File: src/rtl/pd_pkg.sv
package pd_pkg;
  localparam int unsigned PD_SAMPLE_W = 24;
  localparam int unsigned PD_FRAC_W   = 9;
  localparam int unsigned PD_CODE_W   = 2;

  // limit a delay code to the deepest tap a channel may use
  function automatic int unsigned pd_clamp(input int unsigned code, input int unsigned lim);
    return (code > lim) ? lim : code;
  endfunction
endpackage

File: src/rtl/pd_history.sv
module pd_history #(
  parameter int unsigned DW    = 24,
  parameter int unsigned DEPTH = 2
) (
  input  logic                     clk,
  input  logic                     rst_n,
  input  logic                     shift,
  input  logic [DW-1:0]            din,
  output logic [DEPTH:0][DW-1:0]   taps
);
  logic [DEPTH:0][DW-1:0] store;

  assign store[0] = din;

  genvar g;
  generate
    for (g = 1; g <= DEPTH; g++) begin : g_stage
      always_ff @(posedge clk) begin
        if (!rst_n)      store[g] <= '0;
        else if (shift)  store[g] <= store[g-1];
      end
    end
  endgenerate

  assign taps = store;
endmodule

File: src/rtl/pd_interp.sv
module pd_interp #(
  parameter int unsigned DW = 24,
  parameter int unsigned FW = 9
) (
  input  logic signed [DW-1:0] near_s,
  input  logic signed [DW-1:0] far_s,
  input  logic        [FW-1:0] frac,
  output logic signed [DW-1:0] y
);
  localparam int unsigned PW = DW + FW + 2;
  localparam logic signed [PW-1:0] MAXV = {{(PW-DW+1){1'b0}}, {(DW-1){1'b1}}};
  localparam logic signed [PW-1:0] MINV = ~MAXV;

  function automatic logic signed [PW-1:0] lerp_wide(input logic signed [DW-1:0] a,
                                                     input logic signed [DW-1:0] b,
                                                     input logic [FW-1:0] f);
    logic signed [PW-1:0] d, p;
    d = PW'(b) - PW'(a);
    p = d * PW'($signed({1'b0, f}));
    p = p + (PW'(1) <<< (FW - 1));
    return PW'(a) + (p >>> FW);
  endfunction

  function automatic logic signed [DW-1:0] sat(input logic signed [PW-1:0] v);
    if (v > MAXV) return MAXV[DW-1:0];
    if (v < MINV) return MINV[DW-1:0];
    return v[DW-1:0];
  endfunction

  logic signed [PW-1:0] wide;
  assign wide = lerp_wide(near_s, far_s, frac);
  assign y    = sat(wide);

  // result stays between the two neighbours it blends
  always_comb begin
    a_r8_bounded: assert (((y >= near_s) && (y <= far_s)) || ((y <= near_s) && (y >= far_s)));
  end
endmodule

File: src/rtl/pd_phase_delay.sv
module pd_phase_delay
  import pd_pkg::*;
#(
  parameter int unsigned DW    = PD_SAMPLE_W,
  parameter int unsigned FW    = PD_FRAC_W,
  parameter int unsigned CW    = PD_CODE_W,
  parameter int unsigned V_MAX = 2,
  parameter int unsigned I_MAX = 1
) (
  input  logic          clk,
  input  logic          rst_n,
  input  logic          in_valid,
  input  logic [DW-1:0] v_in,
  input  logic [DW-1:0] i_in,
  input  logic [CW-1:0] v_coarse,
  input  logic [CW-1:0] i_coarse,
  input  logic [FW-1:0] i_fine,
  output logic          out_valid,
  output logic [DW-1:0] v_out,
  output logic [DW-1:0] i_out
);
  localparam int unsigned DEPTH = (V_MAX > I_MAX + 1) ? V_MAX : I_MAX + 1;

  logic                   sample_take;
  logic [DEPTH:0][DW-1:0] v_taps, i_taps;
  int unsigned            v_tap_sel, i_tap_sel;
  logic signed [DW-1:0]   v_pick, i_near, i_far, i_blend;

  assign sample_take = in_valid;

  pd_history #(.DW(DW), .DEPTH(DEPTH)) u_vhist (
    .clk(clk), .rst_n(rst_n), .shift(sample_take), .din(v_in), .taps(v_taps)
  );
  pd_history #(.DW(DW), .DEPTH(DEPTH)) u_ihist (
    .clk(clk), .rst_n(rst_n), .shift(sample_take), .din(i_in), .taps(i_taps)
  );

  always_comb begin
    v_tap_sel = pd_clamp(int'(v_coarse), V_MAX);
    i_tap_sel = pd_clamp(int'(i_coarse), I_MAX);
    v_pick    = v_taps[v_tap_sel];
    i_near    = i_taps[i_tap_sel];
    i_far     = i_taps[i_tap_sel + 1];
  end

  pd_interp #(.DW(DW), .FW(FW)) u_interp (
    .near_s(i_near), .far_s(i_far), .frac(i_fine), .y(i_blend)
  );

  always_ff @(posedge clk) begin
    if (!rst_n) begin
      out_valid <= 1'b0;
      v_out     <= '0;
      i_out     <= '0;
    end else begin
      out_valid <= sample_take;
      if (sample_take) begin
        v_out <= v_pick;
        i_out <= i_blend;
      end
    end
  end

  // strobe follows input strobe by one clock
  a_r2_valid_follow: assert property (@(posedge clk) disable iff (!rst_n)
    in_valid |=> out_valid);
  a_r2_idle_follow: assert property (@(posedge clk) disable iff (!rst_n)
    !in_valid |=> !out_valid);
  // no strobe, no change at the outputs
  a_r9_hold: assert property (@(posedge clk) disable iff (!rst_n)
    !in_valid |=> ($stable(v_out) && $stable(i_out)));
  // zero voltage code passes the sample straight through
  a_r3_v_direct: assert property (@(posedge clk) disable iff (!rst_n)
    (in_valid && v_coarse == '0) |=> (v_out == $past(v_in)));
  // zero fine and zero coarse pass the current sample straight through
  a_r7_i_exact: assert property (@(posedge clk) disable iff (!rst_n)
    (in_valid && i_coarse == '0 && i_fine == '0) |=> (i_out == $past(i_in)));
endmodule

File: config.mk
export PLATFORM = sky130hd
export DESIGN_NAME = pd_phase_delay
export DESIGN_NICKNAME = d
export VERILOG_FILES = /design/src/rtl/pd_pkg.sv /design/src/rtl/pd_history.sv /design/src/rtl/pd_interp.sv /design/src/rtl/pd_phase_delay.sv
export SDC_FILE = /design/constraint.sdc
export NUM_CORES = 1
export LEC_CHECK = 0
export BUFFER_PORTS_ARGS = -buffer_cell sky130_fd_sc_hd__buf_2
export CORE_MARGIN = 5
export CORE_UTILIZATION = 49
export DETAILED_ROUTE_END_ITERATION = 10
export GPL_ROUTABILITY_DRIVEN = 0
export MAX_ROUTING_LAYER = met4
export PLACE_DENSITY = 0.74
export SLEW_MARGIN = 20
export SYNTH_ARGS = -nofsm -noshare
export SYNTH_HDL_FRONTEND = slang
export SYNTH_SLANG_ARGS = --single-unit
File: constraint.sdc
create_clock -name clk -period 18.3 [get_ports clk]
set_clock_uncertainty 0.1 [all_clocks]
set_input_delay 0.915 -clock clk [delete_from_list [all_inputs] [get_ports clk]]
set_output_delay 0.915 -clock clk [all_outputs]
set_load 0.005 [all_outputs]
==> run metrics <==
post-cts resize count 0; met1 wire length ~17,000 um; Fin. Hold Viols 0; via density per instance ~5.4; gr usage total 0.214; H-Tree Depth 4; CP arrival 13.62 ns; FP Rows 68; startpoint types input port; Reg2Reg Setup Slack 5.95 ns; most used cell, CP fa_1; Max Slew Vio Count 0; core area about 35,000 um^2; number of routed nets with antenna violations 0; postcts setup bufs 0; highest metal used met4; via count approximately 13,000; Syn Nets 2,350; Max Cap Viol 0; cell family with most CP delay compound AO/OA/AOI/OAI gates; Initial Util 0.496; Post-synth top flop dfxtp_1; Yosys reg bits 145; IO Port Bufs between 100 and 150; # IOs between 100 and 150; WP buf/inv 6; DRT iter0 DRCs around 690; first-pass GRT wire length 67,300 um; CP max FO 48; RSZ-0062 raised after global routing false; Rel. slew slack 0.231; CTS Hold Bufs 0; Least-Margin Pin Slew 1.15 ns; WL met2 19,700 um; Worst-Skew Late Latency between 0.4 and 0.5 ns; post-route clock period utilization 0.730; layout cells sized above 1 0.0982; post-synthesis sequential area ratio 0.170; crit path kind input port to flip-flop; drc violations 0; met3 wire len 2030 um; DRT Wirelength 39,400 um; Die ar. 38,800 um^2; Max stage delay on crit path around 0.65 ns; remaining global-route overflow 0; die width 197 um; hold wc startpoint i_out[23]; TritonCTS clock tree yes; clock-pin slew of the registers on the worst-case setup and hold paths 0.06 ns; Final Setup Violations 0; Crit. Startpoint i_coarse[0]; Req. time, crit path 18.56 ns; Synth Warn # 0; nature of the critical path endpoint flip-flop; initial antenna violation count 2; outcome finished, final reports clean; largest net degree at the start of global routing 110; f_max ~75 MHz; type of the worst min-delay path flip-flop to flip-flop; TritonCTS Buffers 17; syn avg cell area around 8.8 um^2; cell count after synthesis 1,953; EDFF count, synth 0; die height 197 um; wire length per cell 15.9 um; first drt pass iteration count 7; vias in the first global route around 14,000; setup TNS 0 ns; Unique masters post-synth 75; Netlist Area Pre-Place between 15,000 and 20,000 um^2; hpwl dp 30,600 um; reg-to-reg critical path startpoint u_ihist.taps[25]; Clock Path Buffers 2; slowest CP cell a21oi_1; Post-synth ARST share 0; clock sink count 145; Clock Tree Root clkbuf_16; layout net count 2,410; Area Overhead vs Synth 8.55%; fin crit period 13.36 ns
routing by layer:
metal,global-route usage,up-vias
met2,0.368,352
met3,0.0313,65
li1,-,6440
met4,0.0539,0
met1,0.266,6428
met5,-,-
synth_stat cells, types with 3 or more instances:
cell type / instances / area, um^2
dfxtp_1: 145 / 2900
nor4_1: 3 / 18.8
o21ai_1: 3 / 15.0
nand2b_1: 17 / 106
mux2i_1: 161 / 1610
nor3b_1: 4 / 30.0
o21a_1: 10 / 75.1
xor2_1: 14 / 123
clkbuf_1: 63 / 236
nand3_1: 12 / 60.1
o211ai_1: 7 / 52.6
or3_1: 10 / 62.6
inv_1: 250 / 938
nor2b_1: 141 / 882
a21boi_0: 6 / 45.0
a31oi_1: 9 / 56.3
or2_2: 3 / 18.8
and2_1: 119 / 744
o31ai_1: 5 / 37.5
a31o_2: 3 / 26.3
nand4_1: 9 / 56.3
nand3b_1: 3 / 22.5
o21ai_0: 80 / 400
a21oi_2: 15 / 131
nor3_1: 12 / 60.1
and4_1: 4 / 35.0
a22o_1: 3 / 26.3
and3_1: 7 / 43.8
buf_1: 11 / 41.3
mux2_2: 3 / 33.8
o31a_1: 3 / 26.3
a21o_1: 17 / 128
ha_1: 146 / 1830
xnor2_1: 55 / 482
fa_1: 187 / 3740
a21oi_4: 5 / 81.3
a211oi_1: 5 / 37.5
nand2_1: 248 / 931
o21bai_1: 6 / 45.0
a311oi_1: 4 / 35.0
a21oi_1: 50 / 250
nor2_1: 52 / 195
per-stage QoR:
stage	worst slack, ns	utilization	cells	hold WS (ns)	area [um^2]
finish	4.94	0.538	2483	0.384	18600
global placement	5.15	0.521	2449	0.368	18000
floorplan	6.20	-	1953	0.376	17100
CTS	5.03	0.538	2481	0.385	18600
detailed placement	4.71	0.521	2449	0.367	18000
global route	3.90	0.538	2483	0.415	18600
registers in the layout, indices dropped and copies added (netlist names):
signal,count
i_out,24
u_vhist.taps,48
out_valid,1
v_out,24
u_ihist.taps,48
placed cells by master, fill, tap and decap left out, types with 7 or more instances in the layout:
cell type,instances
a21oi_1,50
nand3_1,12
and3_1,7
buf_2,110
clkbuf_16,17
a21o_1,17
inv_1,250
buf_4,10
o21ai_0,80
o21a_1,10
nand2b_1,17
xnor2_1,55
and2_1,119
fa_1,187
nor2_1,51
nor3_1,12
or3_1,10
mux2i_1,161
nand2_1,248
nand4_1,9
ha_1,146
o211ai_1,7
nor2b_1,141
a21oi_2,15
xor2_1,14
dfxtp_1,145
a31oi_1,9
path summary, 6_finish.rpt:
path | end | depth (start not counted)
worst min register to register | i_out[23] | 1
worst max-delay path | i_out[4] | 44
worst max register to register | i_out[4] | 41
worst min-delay path | i_out[23] | 1
cell families (layout without fill, tap and decap cells):
logic type / Yosys count / in the layout / synth area share
XOR/XNOR: 69 / 69 / 0.0353
AND/OR/NAND/NOR: 653 / 653 / 0.196
AO/OA/AOI/OAI: 259 / 259 / 0.103
adder cells (fa/ha/maj): 333 / 333 / 0.325
buffers and inverters: 330 / 403 / 0.0747
multiplexers: 164 / 164 / 0.0961
other: 0 / 2 / 0
flip-flops: 145 / 145 / 0.170
layout make-up:
class / instances / area, um^2
antenna: 2 / 5.00
clock buffer: 21 / 470
clock inverter: 11 / 115
fill: 3183 / 16000
inverter: 250 / 938
multi-input combinational: 1478 / 12900
sequential: 145 / 2900
tap: 455 / 569
timing repair buffer: 121 / 637
Power is left out: the tool's default activity adds up to more than one toggle a clock period on the data nets, which glitch-free logic cannot reach.
